===== config.mk =====
export PLATFORM = sky130hd
export DESIGN_NAME = irq_aggregator
export DESIGN_NICKNAME = d
export VERILOG_FILES = /design/src/rtl/irq_aggregator.sv
export SDC_FILE = /design/constraint.sdc
export NUM_CORES = 1
export LEC_CHECK = 0
export BUFFER_PORTS_ARGS = -buffer_cell sky130_fd_sc_hd__buf_2
export CAP_MARGIN = 25
export CORE_MARGIN = 5
export CORE_UTILIZATION = 45
export CTS_CLUSTER_DIAMETER = 80
export CTS_CLUSTER_SIZE = 28
export DETAILED_ROUTE_END_ITERATION = 10
export GPL_TIMING_DRIVEN = 1
export HOLD_SLACK_MARGIN = 0.08
export PLACE_DENSITY = 0.73
export SETUP_SLACK_MARGIN = 0.02
export SLEW_MARGIN = 20
export SYNTH_ARGS = -nofsm -noshare
export SYNTH_HDL_FRONTEND = slang
export SYNTH_SLANG_ARGS = --single-unit

===== constraint.sdc =====
create_clock -name clk -period 0.9 [get_ports clk]
set_input_delay 0.045 -clock clk [delete_from_list [all_inputs] [get_ports clk]]
set_output_delay 0.045 -clock clk [all_outputs]
set_load 0.02 [all_outputs]

===== src/rtl/irq_aggregator.sv =====
module irq_aggregator #(
  parameter int SYNC_STAGES = 2
) (
  input  logic       clk,
  input  logic       rst_n,
  input  logic       ev_tx_ready,
  input  logic       ev_fifo_thr,
  input  logic       ev_fifo_ovf,
  input  logic       ev_tx_urun,
  input  logic       ev_wake,
  input  logic       ev_low_supply,
  input  logic       fifo_en,
  input  logic       txreg_en,
  input  logic       ext_int_n,
  input  logic       status_rd,
  output logic [6:0] status,
  output logic [2:0] top_src,
  output logic       irq_n
);
  localparam int NSRC = 7;
  localparam logic [NSRC-1:0] RST_FLAGS = NSRC'(1) << 2;

  logic [SYNC_STAGES:0] ext_pipe;
  logic                 ext_fall;
  logic [NSRC-1:0]      set_vec;
  logic [NSRC-1:0]      flags;

  always_ff @(posedge clk or negedge rst_n)
    if (!rst_n) ext_pipe <= '1;
    else        ext_pipe <= {ext_pipe[SYNC_STAGES-1:0], ext_int_n};

  assign ext_fall = ext_pipe[SYNC_STAGES] & ~ext_pipe[SYNC_STAGES-1];

  assign set_vec = {ev_low_supply,
                    ext_fall,
                    ev_wake,
                    (ev_fifo_ovf & fifo_en) | (ev_tx_urun & txreg_en),
                    1'b0,
                    ev_fifo_thr & fifo_en,
                    ev_tx_ready & txreg_en};

  always_ff @(posedge clk or negedge rst_n)
    if (!rst_n) begin
      flags  <= RST_FLAGS;
      status <= '0;
    end else begin
      flags <= (status_rd ? '0 : flags) | set_vec;
      if (status_rd) status <= flags;
    end

  always_comb begin
    top_src = 3'd7;
    for (int i = NSRC - 1; i >= 0; i--)
      if (flags[i]) top_src = 3'(i);
  end

  assign irq_n = ~|flags;
endmodule



; Word-level counts from Yosys, hierarchy flattened
; Cells that the tools add are included.
; W data, S select, Z words.
[classes]
n_reduce_logical = 2
mux = 8
n_bitwise = 8
[ops]
columns = operator, n
row1 = $mux W3, 4
row2 = $mux W7, 1
row3 = $or A7 B7 Y7, 1
row4 = $reduce_or A7 Y1, 1
row5 = $and A1 B1 Y1, 5
row6 = $mux W2, 2
row7 = $logic_not A1 Y1, 1
row8 = $mux W1, 1
row9 = $not A1 Y1, 1
row10 = $or A1 B1 Y1, 1
[totals]
elab_cells = 21
reg_bits = 17

; Logic depth before layout (Yosys ltp)
; Gate-level depths: netlist of the first run.
[depth]
word_depth = 7
mapped_depth = 3
mapped_depth_nobuf = 3

; Worst setup path after synthesis of the first run
; OpenSTA, ideal clock, no wires.
[synth_timing]
path_type = reg-to-output
start = reg flags[3]
end = out irq_n
path_slack_ns = -0.449
arrival_ns = 1.304
stages_incl_launch_ff = 3
path_buffers = 0
required_ns = 0.855
path_cell_list = dfrtp_1 > nor4_2 > and3b_1
[synth_via]
elab_chain_cells = 2
[synth_lines]
columns = item, line_no
row1 = from (decl), 26  ; logic [NSRC-1:0] flags;
row2 = from (signal assigned), 47  ; flags <= (status_rd ? '0 : flags) | set_vec;
row3 = $reduce_or A7 Y1, 57  ; assign irq_n = ~|flags;
row4 = $logic_not A1 Y1, 57
row5 = to (decl), 18  ; output logic irq_n
; No other way between the ends.

; Worst setup path in the final report of the first run
[layout_timing]
start = reg flags[0]
end = out irq_n
; The elaborated chain is that of the path after synthesis.

==> flow_summary.ini, run 1 <==
[run_status]
status = complete, but fails checks
failed_checks = setup timing

[logic_synthesis]
synth.top_cells.by_area = sky130_fd_sc_hd__dfrtp_1 50%, sky130_fd_sc_hd__dfstp_2 16%, sky130_fd_sc_hd__mux2_2 12%
sequential_cell_area_fraction_in_the_yosys_report_pct = 66.4
netlist.top_cell.by_area = sky130_fd_sc_hd__dfrtp_1
share_of_async_settable_or_async_resettable_flops_after_synthesis_pct = 100
syn_area_per_cell_sq_um = 13.8
synth_top_cells_by_count = 13 x sky130_fd_sc_hd__dfrtp_1, 7 x sky130_fd_sc_hd__mux2_2, 5 x sky130_fd_sc_hd__inv_1, 4 x sky130_fd_sc_hd__dfstp_2
yosysUniqueCellTypes = 18
synth_enable_flop_cells = 0
ys.flop_type = sky130_fd_sc_hd__dfrtp_1
synth.ff_latch_count = 17
syn_area_sq_um = 648
synthesis.nets = 59
synth.most_common_cell = sky130_fd_sc_hd__dfrtp_1
post_synth_inst_count = 47
synth_top_cell_area_share_pct = 50.2
synthesis.yosys.warnings = 0

[global_routing]
grt_start_max_net_pins = 18
grt.overflow.total = 0
number_of_antenna_violations_at_the_first_check_in_global_routing = 0
groute.usage.overall_pct = 16.2
vias_in_the_first_global_route = 539
first_pass_grt_wire_length_um = 2460

[final_layout]
syn_to_final_growth_pct = 63.1
post-route-cell-area_sq_mm = 0.00106
final_net_count = 102
fillCellCount = 80
multiInputGateArea_sq_um = 224
finalCoreUtilization_pct = 79.3
layout-drive-gt1-share_pct = 60.7
final_cells = 104
final-seq-area_sq_um = 434
num_antenna_cells = 0

[timing]
hold_ws_ps = 109
layout_worst_path_cycle_share_pct = 152
rsz_0062_raised_after_global_routing = yes
finalMaxSlewViolations = 0
max_clock_freq_mhz = 731
slew-limit-headroom_pct = 75.9
fin_ws_ps = -467
min_period_ps = 1370
worst-slew-pin-transition_ps = 361
timing.final.setup_violations = 9
number_of_endpoints_with_negative_hold_slack_in_the_final_report = 0
fin_worst_skew_ps = 11.5

[drt]
dr_total_vias = 524
post_drt_wl_per_cell_um = 15.5
route.detailed.drc = 0
totalWireLength_um = 1610
avgViaCountPerCell = 5.04
drt_pre_antenna_iters = 4
ant_nets = 0
drt-initial-drc-count = 4

[floorplan]
rows = 13
floorplan.die.height_um = 48.0
io_pins = 23
core_region_area_sq_mm = 0.00133
die_area_sq_mm = 0.00230
floorplan.initialDensity_pct = 48.6
dieWidth_um = 48.0

[worst_setup_path]
worstPathMaxFanout = 2
timing.critical_path.to = irq_n
worst-endpoint-arrival_ps = 1320
setup.reg_to_reg.worst_slack_ps = -140
start_kind = flip-flop
r2r_end = flags[0]
reg2reg_from = flags[0]
criticalPathCategory = reg -> out
crit_path_top_delay_cell = sky130_fd_sc_hd__dfrtp_2
critical_path.startpoint = flags[0]
r2r.worst_path.cells = 3
cp_slowest_stage_delay_ps = 440
crit_chain = nor4_4 > and3b_2 > buf_6
cp_endpoint_kind = output port
cp.required_ps = 850

[placement]
dp_cells = 89
postPlaceCellArea_sq_um = 825
buffer_ports.inserted = 22
gpl.final_weighted_congestion = 0.789

[job]
max_cap_violations = 0

[clock_network]
clk-insertion-delay-late_ps = 300
clock-root-buffer = sky130_fd_sc_hd__clkbuf_4
numClockSinks = 17
register_clock_pin_slew_on_the_reported_worst_setup_and_hold_paths_ps = 90
ctsLongestPathBuffers = 2
htreeDepth = 1
numCtsBuffers = 3
tritoncts_clock_tree = built

[power]
p_leak_uw = 0.000513
power.density_cell_area_mw_per_mm2 = 1630
vdd_drop_max_mv = 1.15

[worst_hold_path]
hp-class = in -> reg
-- sequential cells by signal (all words and copies together) (netlist names) --
signal and flops:
status 7, flags 7, ext_pipe 3
-- worst min-delay path by stage --
| stage | depth (start not counted) | slack, ps | startpoint | end |
|---|---|---|---|---|
| floorplan | 0 | -250 | rst_n | flags[0] |
| global placement | 1 | -20 | rst_n | flags[5] |
| global route | 2 | 120 | status_rd | flags[2] |
| finish | 2 | 110 | status_rd | flags[2] |
| detailed placement | 1 | -20 | rst_n | status[5] |
| CTS | 2 | 120 | status_rd | flags[2] |
-- layer usage --
layer	up-vias	share of wire (%)	GRT usage, %
li1	247	-	-
met1	250	42	19.5
met2	23	50	26.9
met3	4	6.1	1.88
met4	0	1.6	10.8
met5	-	0	0
-- stage by stage --
stage	setup slack [ps]	setup TNS, ps	total power, uW
CTS	-460	-1840	1680
floorplan	-276	-493	1050
detailed placement	-164	-455	1190
global placement	-137	-369	1180
finish	-467	-1940	1720
global route	-546	-2390	1810
-- where the power goes --
part           internal [uW]  leakage, uW  switching, uW
Sequential               836     0.000191           58.1
Combinational            240     0.000305            175
Clock                    165    0.0000177            244
Total                   1240     0.000513            477
-- worst max-delay path, delay by kind of cell, from the launching register on --
kind	cells	cell delay, ps
AND/OR/NAND/NOR	2	490
flip-flops	1	440
buffers and inverters	1	110
-- cell families after synthesis --
family / share of synthesized area, %
AO/OA/AOI/OAI: 10.4
buffers and inverters: 4.05
AND/OR/NAND/NOR: 6.95
multiplexers: 12.2
flip-flops: 66.4
-- repair_timing --
| item | in CTS | in global routing |
|---|---|---|
| endpoints found under the hold margin | 23 | 0 |
| hold buffers | 10 | 0 |
| pin swaps | 3 | 0 |
| buffers inserted | 3 | 1 |
| setup endpoints to repair | 12 | 20 |
| resized for setup | 21 | 13 |
-- placed cells by master, fill, tap and decap left out --
cell and n:
sky130_fd_sc_hd__o31a_2 1, sky130_fd_sc_hd__o21ai_0 1, sky130_fd_sc_hd__nor4_4 1, sky130_fd_sc_hd__clkbuf_4 3
sky130_fd_sc_hd__dfrtp_1 10, sky130_fd_sc_hd__a21o_1 2, sky130_fd_sc_hd__nor2b_2 1, sky130_fd_sc_hd__a22o_1 1
sky130_fd_sc_hd__o22ai_2 1, sky130_fd_sc_hd__dlygate4sd3_1 10, sky130_fd_sc_hd__buf_2 13, sky130_fd_sc_hd__dfstp_2 4
sky130_fd_sc_hd__inv_2 1, sky130_fd_sc_hd__o21ai_1 1, sky130_fd_sc_hd__nand2_1 1, sky130_fd_sc_hd__buf_6 13
sky130_fd_sc_hd__mux2_2 4, sky130_fd_sc_hd__a22oi_1 1, sky130_fd_sc_hd__dfrtp_2 3, sky130_fd_sc_hd__a21oi_1 2
sky130_fd_sc_hd__clkinv_2 1, sky130_fd_sc_hd__mux2_4 3, sky130_fd_sc_hd__nor3_1 2, sky130_fd_sc_hd__inv_1 4
sky130_fd_sc_hd__nor2_2 1, sky130_fd_sc_hd__and3b_2 1, sky130_fd_sc_hd__buf_4 3
-- final cells by class --
class | count | area share (%)
Clock inverter | 1 | 0.473
Clock buffer | 3 | 2.13
Sequential cell | 17 | 41.1
Multi-Input combinational cell | 24 | 21.2
Inverter | 5 | 1.78
Tap cell | 15 | 1.78
Timing Repair Buffer | 39 | 31.6
Note: power is estimated with default switching activity, not from simulation.
==> inputs of run 2 (changes only) <==
Settings changed: CORE_UTILIZATION 45 to 46, CTS_CLUSTER_SIZE 28 to default, PLACE_DENSITY 0.73 to 0.75.
==> run 2 against run 1 <==
  * Largest cell class unchanged
  * Design area up 2.4%
  * Largest power group unchanged
  * Total power up 1.2%
  * Clock power down 2%
  * Critical endpoint unchanged
  * Critical path depth unchanged
  * The flow still finishes with violations (setup timing)
  * Non-clock buffer count up 2
  * Clock skew up 1.8 ps
  * Combinational power up 7.2%
  * Sequential cell count unchanged
==> flow_summary.ini, run 2 (synthesized netlist as in run 1, its figures left out) <==
[floorplan]
rows = 13
die_area_sq_mm = 0.00226
io_pins = 23
floorplan.initialDensity_pct = 49.2
core_region_area_sq_mm = 0.00132
floorplan.die.height_um = 47.5
dieWidth_um = 47.5

[clock_network]
tritoncts_clock_tree = built
clock-root-buffer = sky130_fd_sc_hd__clkbuf_4
numClockSinks = 17
htreeDepth = 1
clk-insertion-delay-late_ps = 290
ctsLongestPathBuffers = 2
register_clock_pin_slew_on_the_reported_worst_setup_and_hold_paths_ps = 110
numCtsBuffers = 3

[run_status]
status = complete, but fails checks
failed_checks = setup timing

[drt]
dr_total_vias = 530
top_layer = met4
totalWireLength_um = 1590
avgViaCountPerCell = 5.00
ant_nets = 0
detailroute.wirelength.met2_um = 797
drt-met1-wl_um = 701
route.detailed.drc = 0
drt-initial-drc-count = 9
wl_met3_um = 84
post_drt_wl_per_cell_um = 15.0
drt_pre_antenna_iters = 2

[final_layout]
final_cells = 106
final-seq-area_sq_um = 434
num_antenna_cells = 0
biggest_registers_after_layout = flags: 7 flops, status: 7 flops, ext_pipe: 3 flops
final_net_count = 104
fillCellCount = 76
syn_to_final_growth_pct = 67.0
layout-drive-gt1-share_pct = 60.4
mostFrequentLayoutCells = 15 x sky130_fd_sc_hd__buf_6, 12 x sky130_fd_sc_hd__buf_2, 10 x sky130_fd_sc_hd__dfrtp_1, 10 x sky130_fd_sc_hd__dlygate4sd3_1
mostFrequentLayoutCell = sky130_fd_sc_hd__buf_6
multiInputGateArea_sq_um = 224

[worst_setup_path]
cp.required_ps = 850
start_kind = flip-flop
worst-endpoint-arrival_ps = 1320
cp_endpoint_kind = output port
criticalPathCategory = reg -> out
worstPathMaxFanout = 2

[timing]
rsz_0062_raised_after_global_routing = yes
timing.final.setup_violations = 10
fin_worst_skew_ps = 13.3
number_of_endpoints_with_negative_hold_slack_in_the_final_report = 0
layout_worst_path_cycle_share_pct = 152
slew-limit-headroom_pct = 75.0
min_period_ps = 1370
max_clock_freq_mhz = 731
fin_ws_ps = -468
worst-slew-pin-transition_ps = 375
finalMaxSlewViolations = 0

[placement]
preCtsSetupSlack_ps = -177
place_hpwl_um = 900
gpl.final_weighted_congestion = 0.719
buffer_ports.inserted = 22
dp_cells = 88

[power]
p_leak_uw = 0.000529
vdd_drop_max_mv = 1.04
power.density_cell_area_mw_per_mm2 = 1610
fin_total_pwr_uw = 1740

[global_routing]
grt_start_max_net_pins = 18
groute.usage.overall_pct = 16.7
first_pass_grt_wire_length_um = 2640
number_of_antenna_violations_at_the_first_check_in_global_routing = 0
grt.overflow.total = 0
vias_in_the_first_global_route = 588

[job]
max_cap_violations = 0

[worst_hold_path]
hp-class = in -> reg
run 2: metal layers:
layer / track usage, % / vias to the layer above
met4: 5.91 / 0
met1: 22.6 / 263
met2: 27.3 / 13
met3: 2.63 / 2
li1: - / 252
met5: 0 / -
run 2: path summary, 6_finish.rpt:
kind | startpoint | endpoint | slack (ps) | cells past startpoint
min reg2reg | ext_pipe[0] | ext_pipe[1] | 360 | 0
min in group asynchronous | rst_n | flags[4] | 200 | 2
min | status_rd | flags[2] | 110 | 2
max in group asynchronous | rst_n | ext_pipe[2] | 370 | 2
max reg2reg | flags[3] | status[3] | -150 | 3
max | flags[0] | irq_n | -470 | 3
run 2: critical path: stages (launching register included):
cell                      delay (ps)
sky130_fd_sc_hd__dfrtp_2         440
sky130_fd_sc_hd__nor4_4          260
sky130_fd_sc_hd__and3b_2         220
sky130_fd_sc_hd__buf_6           110
run 2: per-stage QoR:
step | area, sq um | utilization (%) | setup TNS [ps] | hold WS, ps
finish | 1080 | 82.1 | -2050 | 114
global route | 1080 | 82.1 | -2480 | 131
CTS | 1050 | 80.1 | -1910 | 93.5
detailed placement | 817 | 62.0 | -455 | -15.3
global placement | 817 | 62.0 | -386 | -21.3
floorplan | 658 | - | -493 | -251
run 2: power breakdown:
group | total, uW | internal [uW] | leakage, uW | switching [uW]
Clock | 402 | 165 | 0.0000177 | 237
Combinational | 445 | 260 | 0.000320 | 185
Sequential | 893 | 836 | 0.000191 | 57.1
run 2: what timing repair did:
item                                    in CTS  in global routing
endpoints found under the hold margin       23                  0
hold buffers                                10                  0
pin swaps                                    3                  1
endpoints found under the setup margin      12                 19
buffers inserted                             6                  2
gates resized for setup                     26                 13
run 2: area by class of cell:
| class | count | area share (%) |
|---|---|---|
| Clock buffer | 3 | 2.08 |
| Clock inverter | 1 | 0.462 |
| Timing Repair Buffer | 41 | 33.2 |
| Multi-Input combinational cell | 24 | 20.7 |
| Sequential cell | 17 | 40.1 |
| Inverter | 5 | 1.73 |
| Tap cell | 15 | 1.73 |
==> inputs of run 3 (changes only) <==
Settings changed: ABC_AREA from default to 1.
==> run 3 against run 2 <==
  * The flow still finishes with violations (setup timing)
  * Design area is 1.7% higher
  * Wire length is 35% higher
  * Die area is 0.15% lower
  * Sequential cell count stayed put
  * Sequential power is 2% lower
  * Clock power is 6.5% higher
  * First-iteration DRC count is 89% higher
  * Combinational power is 6.1% higher
  * Global-route usage is 4.3 points higher
  * Critical path depth is 4 higher
  * Final cell count is 22% higher
  * Clock skew is 9.3 ps higher
  * Critical path type unchanged
  * Largest cell class unchanged
  * Highest routed layer unchanged
==> flow_summary.ini, run 3 <==
[power]
p_leak_uw = 0.000546
vdd_drop_max_mv = 1.24
power.density_cell_area_mw_per_mm2 = 1610

[logic_synthesis]
synth.ff_latch_count = 17
synthesis.yosys.warnings = 0
yosys.area_share.xor_xnor_pct = 0
synth_enable_flop_cells = 0
yosys.area_share.simple_pct = 13.5
post_synth_inst_count = 64
share_of_async_settable_or_async_resettable_flops_after_synthesis_pct = 100
sequential_cell_area_fraction_in_the_yosys_report_pct = 66.5
syn_area_per_cell_sq_um = 10.1
synthAdderAreaFrac_pct = 0
synth_compound_area_share_pct = 12.8
netlist.top_cell.by_area = sky130_fd_sc_hd__dfrtp_1
ys.flop_type = sky130_fd_sc_hd__dfrtp_1
synthMuxAreaShare_pct = 0
synthesis.nets = 76
synth_top_cell_area_share_pct = 50.3
synth_top_family_by_area = simple AND/OR/NAND/NOR gates
synth_top_cells_by_count = 13 x sky130_fd_sc_hd__dfrtp_1, 10 x sky130_fd_sc_hd__nor2_1, 9 x sky130_fd_sc_hd__nand2_1, 8 x sky130_fd_sc_hd__inv_1, 7 x sky130_fd_sc_hd__a21oi_1
synth.most_common_cell = sky130_fd_sc_hd__dfrtp_1
syn_area_sq_um = 647
yosysUniqueCellTypes = 16
synth.top_cells.by_area = sky130_fd_sc_hd__dfrtp_1 50%, sky130_fd_sc_hd__dfstp_2 16%, sky130_fd_sc_hd__nor2_1 5.8%

[placement]
buffer_ports.inserted = 22
place_hpwl_um = 1050
gpl.final_weighted_congestion = 0.717
dp_cells = 109

[timing]
rsz_0062_raised_after_global_routing = yes
layout_worst_path_cycle_share_pct = 148
fin_worst_skew_ps = 22.6
fin_tns_setup_ps = -1730
finalMaxSlewViolations = 0
worst-slew-pin-transition_ps = 397
min_period_ps = 1330
fin_ws_ps = -432
timing.final.setup_violations = 9
max_clock_freq_mhz = 751
slew-limit-headroom_pct = 73.5
number_of_endpoints_with_negative_hold_slack_in_the_final_report = 0

[worst_setup_path]
crit_chain = inv_2 > nand2_2 > nand2_2 > nand2_2 > nand2_2 > a21oi_2 > buf_6
cp_slowest_stage_delay_ps = 410
cp.required_ps = 850
criticalPathCategory = reg -> out
critical_path.most_common_cell = sky130_fd_sc_hd__nand2_2
crit_path_top_delay_cell = sky130_fd_sc_hd__dfrtp_1
worstPathMaxFanout = 2
cp_endpoint_kind = output port
worst-endpoint-arrival_ps = 1290
start_kind = flip-flop

[floorplan]
floorplan.die.height_um = 47.5
die_area_sq_mm = 0.00226
dieWidth_um = 47.5
core_region_area_sq_mm = 0.00132
floorplan.initialDensity_pct = 49.1
io_pins = 23
rows = 13

[run_status]
status = complete, but fails checks
failed_checks = setup timing

[global_routing]
grt_start_max_net_pins = 22
first_pass_grt_wire_length_um = 3080
vias_in_the_first_global_route = 659
groute.usage.overall_pct = 21.0
number_of_antenna_violations_at_the_first_check_in_global_routing = 0
grt.overflow.total = 0

[final_layout]
layout-drive-gt1-share_pct = 50.4
syn_to_final_growth_pct = 70.2
final_net_count = 126
biggest_registers_after_layout = flags: 7 flops, status: 7 flops, ext_pipe: 3 flops
final_cells = 129
fillCellCount = 70
mostFrequentLayoutCell = sky130_fd_sc_hd__buf_4
mostFrequentLayoutCells = 15 x sky130_fd_sc_hd__buf_4, 13 x sky130_fd_sc_hd__dfrtp_1, 11 x sky130_fd_sc_hd__buf_2, 11 x sky130_fd_sc_hd__buf_6, 10 x sky130_fd_sc_hd__dlygate4sd3_1

[drt]
ant_nets = 0
avgViaCountPerCell = 5.00
dr_total_vias = 645
route.detailed.drc = 0
totalWireLength_um = 2150
drt-initial-drc-count = 17
drt_pre_antenna_iters = 4
post_drt_wl_per_cell_um = 16.6

[clock_network]
numCtsBuffers = 3
numClockSinks = 17
register_clock_pin_slew_on_the_reported_worst_setup_and_hold_paths_ps = 120
tritoncts_clock_tree = built
clk-insertion-delay-late_ps = 310
clock-root-buffer = sky130_fd_sc_hd__clkbuf_4
ctsLongestPathBuffers = 2
htreeDepth = 1

[job]
max_cap_violations = 0

[worst_hold_path]
hp-class = in -> reg
## run 3: stage by stage
stage                     hold WS, ps  setup slack (ps)  utilization [%]  total power, uW  instance area [sq um]
after global routing              211              -476             83.4             1850                   1100
after global placement          -21.0             -36.7             64.2             1180                    846
final                             156              -432             83.6             1770                   1100
after CTS                         149              -360             77.8             1670                   1020
after detailed placement        -15.5             -32.3             64.2             1190                    846
after floorplan                  -251              19.6                -             1030                    654
## run 3: what timing repair did
item	in CTS	in global routing
hold buffers	10	0
pin swaps	2	3
setup endpoints to repair	11	14
setup buffers	2	4
gates resized for setup	17	14
endpoints found under the hold margin	23	0
## run 3: final timing paths
| path | slack (ps) | to | start | cells after the start |
|---|---|---|---|---|
| setup reg to reg | -50 | flags[3] | flags[3] | 4 |
| setup / recovery | -430 | top_src[0] | flags[5] | 7 |
| min in group asynchronous | 190 | status[2] | rst_n | 2 |
| hold / removal | 160 | flags[2] | status_rd | 2 |
| max in group asynchronous | 380 | ext_pipe[1] | rst_n | 2 |
| hold reg to reg | 360 | ext_pipe[1] | ext_pipe[0] | 0 |
## run 3: report_power, final
group	internal, uW	leakage (uW)	total, uW	switching, uW
sequential	831	0.000189	875	44.2
clock	173	0.0000150	428	255
combinational	245	0.000342	472	226
## run 3: kinds of logic after synthesis
family          Yosys count
simple gates             22
flops                    17
compound gates           14
buf+inv                  11
## run 3: critical path, delay by kind of cell, from the launching register on
kind	cells	cell delay (ps)
compound gates	1	160
flops	1	410
simple gates	4	220
buf+inv	2	200
## run 3: metal layers
layer	part of all wire (%)	global-route usage, %	up-vias
met5	0	0	-
met4	4.4	13.3	0
met3	5.2	5.64	11
met2	50	30.5	27
met1	40	27.7	303
li1	-	-	304
## run 3: layout make-up
| type | instances | area [sq um] | share of cell area (%) |
|---|---|---|---|
| Multi-Input combinational cell | 36 | 198 | 18.0 |
| Antenna cell | 1 | 2.50 | 0.227 |
| Clock buffer | 4 | 26.3 | 2.39 |
| Timing Repair Buffer | 47 | 392 | 35.6 |
| Inverter | 9 | 33.8 | 3.07 |
| Sequential cell | 17 | 430 | 39.1 |
| Tap cell | 15 | 18.8 | 1.70 |
